<file path="src/rtl/phase_det_pkg.sv">
package phase_det_pkg;

    typedef struct packed {
        logic ref_rise;
        logic fb_rise;
    } edge_pair_t;

    typedef enum logic [1:0] {
        EV_HOLD   = 2'd0,
        EV_SET    = 2'd1,
        EV_CLEAR  = 2'd2,
        EV_TOGGLE = 2'd3
    } pd_event_e;

    function automatic pd_event_e classify(input edge_pair_t e);
        case ({e.ref_rise, e.fb_rise})
            2'b10:   return EV_SET;
            2'b01:   return EV_CLEAR;
            2'b11:   return EV_TOGGLE;
            default: return EV_HOLD;
        endcase
    endfunction

    function automatic logic apply_event(input pd_event_e ev, input logic cur);
        case (ev)
            EV_SET:    return 1'b1;
            EV_CLEAR:  return 1'b0;
            EV_TOGGLE: return ~cur;
            default:   return cur;
        endcase
    endfunction

endpackage

</file>
<file path="src/rtl/pd_sync_edge.sv">
module pd_sync_edge #(
    parameter int STAGES = 2
) (
    input  logic clk,
    input  logic rst,
    input  logic async_in,
    output logic rise
);
    logic [STAGES:0] shreg;

    always_ff @(posedge clk) begin
        if (rst) shreg <= '0;
        else     shreg <= {shreg[STAGES-1:0], async_in};
    end

    assign rise = shreg[STAGES-1] & ~shreg[STAGES];


    rise_single_chk: assert property (@(posedge clk) disable iff (rst)
        rise |=> !rise);

endmodule

</file>
<file path="src/rtl/pd_setclr.sv">
module pd_setclr
    import phase_det_pkg::*;
(
    input  logic       clk,
    input  logic       rst,
    input  edge_pair_t edges,
    output logic       q
);
    pd_event_e ev;

    assign ev = classify(edges);

    always_ff @(posedge clk) begin
        if (rst) q <= 1'b0;
        else     q <= apply_event(ev, q);
    end


    set_on_ref_chk: assert property (@(posedge clk) disable iff (rst)
        (edges.ref_rise && !edges.fb_rise) |=> q);

    clear_on_fb_chk: assert property (@(posedge clk) disable iff (rst)
        (edges.fb_rise && !edges.ref_rise) |=> !q);

    toggle_both_chk: assert property (@(posedge clk) disable iff (rst)
        (edges.fb_rise && edges.ref_rise) |=> (q != $past(q)));

    hold_no_edge_chk: assert property (@(posedge clk) disable iff (rst)
        (!edges.fb_rise && !edges.ref_rise) |=> $stable(q));

endmodule

</file>
<file path="src/rtl/pd_window_avg.sv">
module pd_window_avg #(
    parameter int WIN_LOG2 = 8
) (
    input  logic              clk,
    input  logic              rst,
    input  logic              level,
    output logic [WIN_LOG2:0] count,
    output logic              valid
);
    localparam logic [WIN_LOG2-1:0] LAST_POS = '1;
    localparam logic [WIN_LOG2:0]   FULL     = (WIN_LOG2+1)'(1) << WIN_LOG2;

    logic [WIN_LOG2-1:0] pos;
    logic [WIN_LOG2:0]   acc;
    logic [WIN_LOG2:0]   acc_next;

    assign acc_next = acc + (WIN_LOG2+1)'(level);

    always_ff @(posedge clk) begin
        if (rst) begin
            pos   <= '0;
            acc   <= '0;
            count <= '0;
            valid <= 1'b0;
        end else begin
            pos <= pos + 1'b1;
            if (pos == LAST_POS) begin
                count <= acc_next;
                acc   <= '0;
                valid <= 1'b1;
            end else begin
                acc   <= acc_next;
                valid <= 1'b0;
            end
        end
    end


    strobe_pulse_chk: assert property (@(posedge clk) disable iff (rst)
        valid |=> !valid);

    count_range_chk: assert property (@(posedge clk) disable iff (rst)
        valid |-> (count <= FULL));

    count_hold_chk: assert property (@(posedge clk) disable iff (rst)
        !valid |=> (valid || $stable(count)));

endmodule

</file>
<file path="src/rtl/edge_phase_det.sv">
module edge_phase_det
    import phase_det_pkg::*;
#(
    parameter int WIN_LOG2    = 8,
    parameter int SYNC_STAGES = 2
) (
    input  logic              clk,
    input  logic              rst,
    input  logic              ref_clk_in,
    input  logic              fb_clk_in,
    output logic              phase_out,
    output logic [WIN_LOG2:0] avg_count,
    output logic              avg_valid
);
    edge_pair_t edges;

    pd_sync_edge #(.STAGES(SYNC_STAGES)) u_ref_sync (
        .clk      (clk),
        .rst      (rst),
        .async_in (ref_clk_in),
        .rise     (edges.ref_rise)
    );

    pd_sync_edge #(.STAGES(SYNC_STAGES)) u_fb_sync (
        .clk      (clk),
        .rst      (rst),
        .async_in (fb_clk_in),
        .rise     (edges.fb_rise)
    );

    pd_setclr u_core (
        .clk   (clk),
        .rst   (rst),
        .edges (edges),
        .q     (phase_out)
    );

    pd_window_avg #(.WIN_LOG2(WIN_LOG2)) u_avg (
        .clk   (clk),
        .rst   (rst),
        .level (phase_out),
        .count (avg_count),
        .valid (avg_valid)
    );


    reset_quiet_chk: assert property (@(posedge clk)
        $past(rst) |-> (!phase_out && !avg_valid && avg_count == '0));

endmodule

</file>
<file path="config.mk">
export PLATFORM = sky130hd
export DESIGN_NAME = edge_phase_det
export DESIGN_NICKNAME = d
export VERILOG_FILES = /design/src/rtl/phase_det_pkg.sv /design/src/rtl/pd_sync_edge.sv /design/src/rtl/pd_setclr.sv /design/src/rtl/pd_window_avg.sv /design/src/rtl/edge_phase_det.sv
export SDC_FILE = /design/constraint.sdc
export NUM_CORES = 1
export LEC_CHECK = 0
export BUFFER_PORTS_ARGS = -buffer_cell sky130_fd_sc_hd__buf_2
export CAP_MARGIN = 10
export CORE_UTILIZATION = 40
export DETAILED_ROUTE_END_ITERATION = 12
export PLACE_DENSITY = 0.55
export SYNTH_ARGS = -nofsm -noshare
export SYNTH_HDL_FRONTEND = slang
export SYNTH_HIERARCHICAL = 1
export SYNTH_SLANG_ARGS = --single-unit
</file>
<file path="constraint.sdc">
create_clock -name clk -period 1.9 [get_ports clk]
set_input_delay 0.38 -clock clk [delete_from_list [all_inputs] [get_ports clk]]
set_output_delay 0.38 -clock clk [all_outputs]
set_load 0.005 [all_outputs]
</file>
Word-level counts from Yosys, hierarchy flattened --
Cells that the tools add are included.
Storage, ports and cells: input port bits 4, word-level logic and storage cells 26, output and inout port bits 11, register bits 34, memories 0, ROM bits 0, bits in latches 0, memory bits (writable) 0
Cells by class: multiplexer cells 3, add/subtract/negate cells 2, order comparisons 0, multiply operators 0, div/mod/pow operators 0, equal/unequal tests 7, reduce and logical (&&, ||, !) cells 2, shift operators 0, bitwise logic cells 5
Operator list (count):
- 9-bit by 1-bit adder with 9-bit output | 1
- 8-bit by 1-bit adder with 8-bit output (second input constant) | 1
- 2-bit == test (second input constant) | 4
- 8-bit == test (second input constant) | 1
- 2-bit case mux with 3 select lines | 1
- 2-bit by 1-bit == test with 1-bit output (second input constant) | 2
- 1-bit inverter | 3
- 1-bit case mux with 3 select lines | 1
- 3-bit nonzero test | 1
- 1-bit AND | 2
- 2-bit OR reduction | 1
- 1-bit 2-to-1 mux | 1

Logic depth before layout (Yosys ltp) --
depth after elaboration 6, gate-level depth with buffers 6

Modules after synthesis --
The synthesis kept the hierarchy.
By module, submodules not included:
- pd_window_avg | area an instance 1047.3 µm², cells each 114, instances 1
- pd_sync_edge | area an instance 87.6 µm², cells each 7, instances 2
- pd_setclr | area an instance 31.3 µm², cells each 3, instances 1

Least setup slack after synthesis --
No wires, ideal clock.
path type reg2reg, start register u_core.q, end register u_avg.count[8], arrival time 1.433 ns, setup time 0.091 ns, path slack 0.376 ns, stages on the path, launching flop included 6, path buffers 0, path through dfxtp_1 > ha_1 > ha_1 > nand3_1 > or3_1 > a311oi_1
On the way: word-level cells in the longest chain between the ends 1
RTL lines:
- start, declared | line pd_setclr.sv:7 | output logic q
- start signal, assigned | line pd_setclr.sv:15 | else q <= apply_event(ev, q);
- 9-bit by 1-bit adder with 9-bit output | line pd_window_avg.sv:17 | assign acc_next = acc + (WIN_LOG2+1)'(level);
- end signal, assigned | line pd_window_avg.sv:28 | count <= acc_next;
- end, declared | line pd_window_avg.sv:7 | output logic [WIN_LOG2:0] count,
No other way between the ends. A chain may end at the register's enable or synchronous reset.

Worst setup path after layout --
Same ends and word-level chain as after synthesis.

==> results by group <==
Setup path
  – CP cell instances: ha_1 -> ha_1 -> nand3_1 -> or3_1 -> a311oi_1
  – Crit-path max FO: 4
  – Critical path class: reg2reg
  – CP max stage delay: 390 ps
  – Crit end category: flip-flop
  – Worst EP arrival: 1970 ps
  – CP required: 2140 ps
  – Most frequent CP cell: ha_1
  – Slowest-stage cell, CP: dfxtp_1
  – Worst Setup Start Kind: flip-flop

Route
  – Drt wl/cell: 13.3 um
  – Initial DRC count: 25
  – ANT nets after route: 0
  – Drt via density: 5.37
  – DR DRC count: 1
  – DRT Pass-1 Iters: 8
  – Drt total wl: 2.43 mm
  – Via count: 982

Clock tree
  – Clk slew on worst S/H paths: 100 ps
  – Cts hold-fix bufs: 0
  – PostCTS Resize Cnt: 0
  – TritonCTS buffer count: 5
  – Root Buffer Master: clkbuf_4
  – Worst skew pair latency: 340 ps
  – Clk sink count: 34
  – CTS tree: done
  – H-tree lvl count: 2
  – CTS Buffer Depth: 2
  – Post-CTS Setup Inserts: 0

Synthesis
  – Synth Register Bits: 34
  – Post-synth cell types: 24
  – Synth warn: 6
  – Synth Flop Type: dfxtp_1
  – Post-synth top area share: 54.3%
  – Synth Instances: 131
  – Syn nets: 138
  – Syn Area/Cell: 9.57 um^2
  – EDFF count, synth: 0
  – Post-synth top area cell: dfxtp_1
  – Sequential fraction of the synthesis area: 54.3%
  – Fraction of registers with async set/reset: 0%
  – Mapped Area: 1250 um^2
  – Area contributors post-synth: dfxtp_1 54%, a21oi_1 6.4%, nand3_1 4.4%

STA
  – Worst Max-Slew Pin Slew: 329 ps
  – RSZ-0062 raised after global routing: false
  – Final min period: 1730 ps
  – Hold Vio Cnt, Final: 0
  – Fin. max-slew vios: 0
  – Highest clock rate: 580 MHz
  – Clock Skew: 8.40 ps
  – Setup TNS: 0 ps
  – Final setup vio count: 0
  – Tcrit/Tclk final: 90.8%
  – Rel. slew slack: 78.1%

Pwr
  – Switching pwr: 0.000266 W
  – Seq pwr share: 61.8%
  – Leakage: 0.550 nW
  – Internal Power: 0.000922 W
  – PwrDens: 831 nW/um^2
  – Final total power: 0.00119 W
  – Clock network power share: 34.9%
  – Combinational share of power: 3.3%
  – Switching Fraction: 22.4%
  – Peak supply drop: 579 uV

Floorplan
  – Die W: 58.0 um
  – Die H: 58.0 um
  – Die ar.: 3360 um^2
  – IO Pins: 15
  – Std-Cell Rows: 19
  – Starting Density: 43.9%
  – Core area: 2850 um^2

Status
  – Status: complete, but fails checks
  – Failing checks: DRC

Placed design
  – Cells after DPL: 175
  – Placer Congestion: 0.817
  – Cell Area, Placed: 1370 um^2
  – Port buffer count: 14
  – Post-DP HPWL: 1.66 mm

GRT
  – Largest net degree at the start of global routing: 15
  – First-pass GRT wire length: 4.22 mm
  – Number of global-route vias before repair: 917
  – Initial antenna violation count: 0
  – GRT Overall Usage: 17.0%
  – Grt ovf: 0

Finish
  – Fraction of layout cells with a size suffix above 1: 18.4%
  – Antenna Cells: 0
  – # fillers: 287
  – Finished Cell Area: 1430 um^2
  – Commonest cells after routing, fill and taps aside: 34 x dfxtp_1, 16 x a21oi_1, 14 x buf_2, 11 x nand3_1, 11 x nor2_1
  – Multi-input gate area: 539 um^2
  – Reg area: 681 um^2
  – Area Growth Syn to Fin: 14.1%
  – Non-filler cells in the finished layout: 183
  – Nets@finish: 158
  – Finished Core Util: 50.1%
  – Commonest non-fill, non-tap cell in the layout: dfxtp_1

Worst hold path
  – Worst Hold Class: in2reg

Job
  – Total of max-cap violations: 0
-- critical path: cells and delay by family, from the launching register on --
family	cells	cell delay, ps
fa+ha+maj	2	500
simple gates	2	470
flops	1	390
compound gates	1	270
-- area by class of cell --
type	instances	area share, %
clock buffers	7	3.85
clock inverters	1	0.350
inverters	3	0.787
multi-input cells	89	37.7
flip-flops and latches	34	47.6
well taps	31	2.71
repair buffers	18	7.00
-- state kept, by name, summed over array words and instances, names as in the netlist --
register          cells
u_avg/acc             9
u_avg/count           9
u_avg/pos             8
u_avg/valid           1
u_core/q              1
u_fb_sync/shreg       3
u_ref_sync/shreg      3
-- layer usage --
layer	vias up	GRT usage (%)	routed length [um]
met4	0	6.12	40
met3	5	7.37	109
li1	509	-	-
met5	-	0	0
met1	450	21.9	1200
met2	18	25.5	1070
-- power groups by stage --
| stage | registers, W | clock network, W | logic [W] |
|---|---|---|---|
| 6_report | 0.000734 | 0.000415 | 0.0000395 |
| 5_1_grt | 0.000736 | 0.000464 | 0.0000445 |
| 4_1_cts | 0.000734 | 0.000426 | 0.0000400 |
| 3_5_place_dp | 0.000750 | 0 | 0.0000397 |
| 3_3_place_gp | 0.000750 | 0 | 0.0000393 |
| 2_1_floorplan | 0.000749 | 0 | 0.0000272 |
-- final timing paths --
path / start / slack, ps / endpoint / cells past startpoint
setup / recovery: u_core/q / 170 / u_avg/count[8] / 5
hold / removal: ref_clk_in / 250 / u_ref_sync/shreg[0] / 2
setup reg to reg: u_core/q / 170 / u_avg/count[8] / 5
hold reg to reg: u_ref_sync/shreg[0] / 450 / u_ref_sync/shreg[1] / 1
-- cell families (layout without fill, tap and decap cells) --
group,count (synthesis),after routing,share of synthesized area (%)
buf+inv,8,29,2.69
simple gates,46,46,20.1
fa+ha+maj,3,3,2.99
xor+xnor,6,6,4.19
compound gates,34,34,15.8
flops,34,34,54.3
-- synthesized netlist by cell type, drive strengths merged, types with 2 or more instances --
master,n
nand2,3
ha,3
nand4,2
buf,4
o21ai,9
or3,7
dfxtp,34
a21oi,16
xor2,4
nor2,11
nor2b,9
inv,3
a211oi,4
a311oi,4
nand3,11
xnor2,2
-- through the flow --
| step | hold WS (ps) | setup WS [ps] |
|---|---|---|
| 2_1_floorplan | 414 | 376 |
| 5_1_grt | 233 | 44.3 |
| 3_3_place_gp | 416 | 327 |
| 3_5_place_dp | 428 | 210 |
| 4_1_cts | 238 | 153 |
| 6_report | 248 | 175 |
Power figures use the tool's default switching activity.
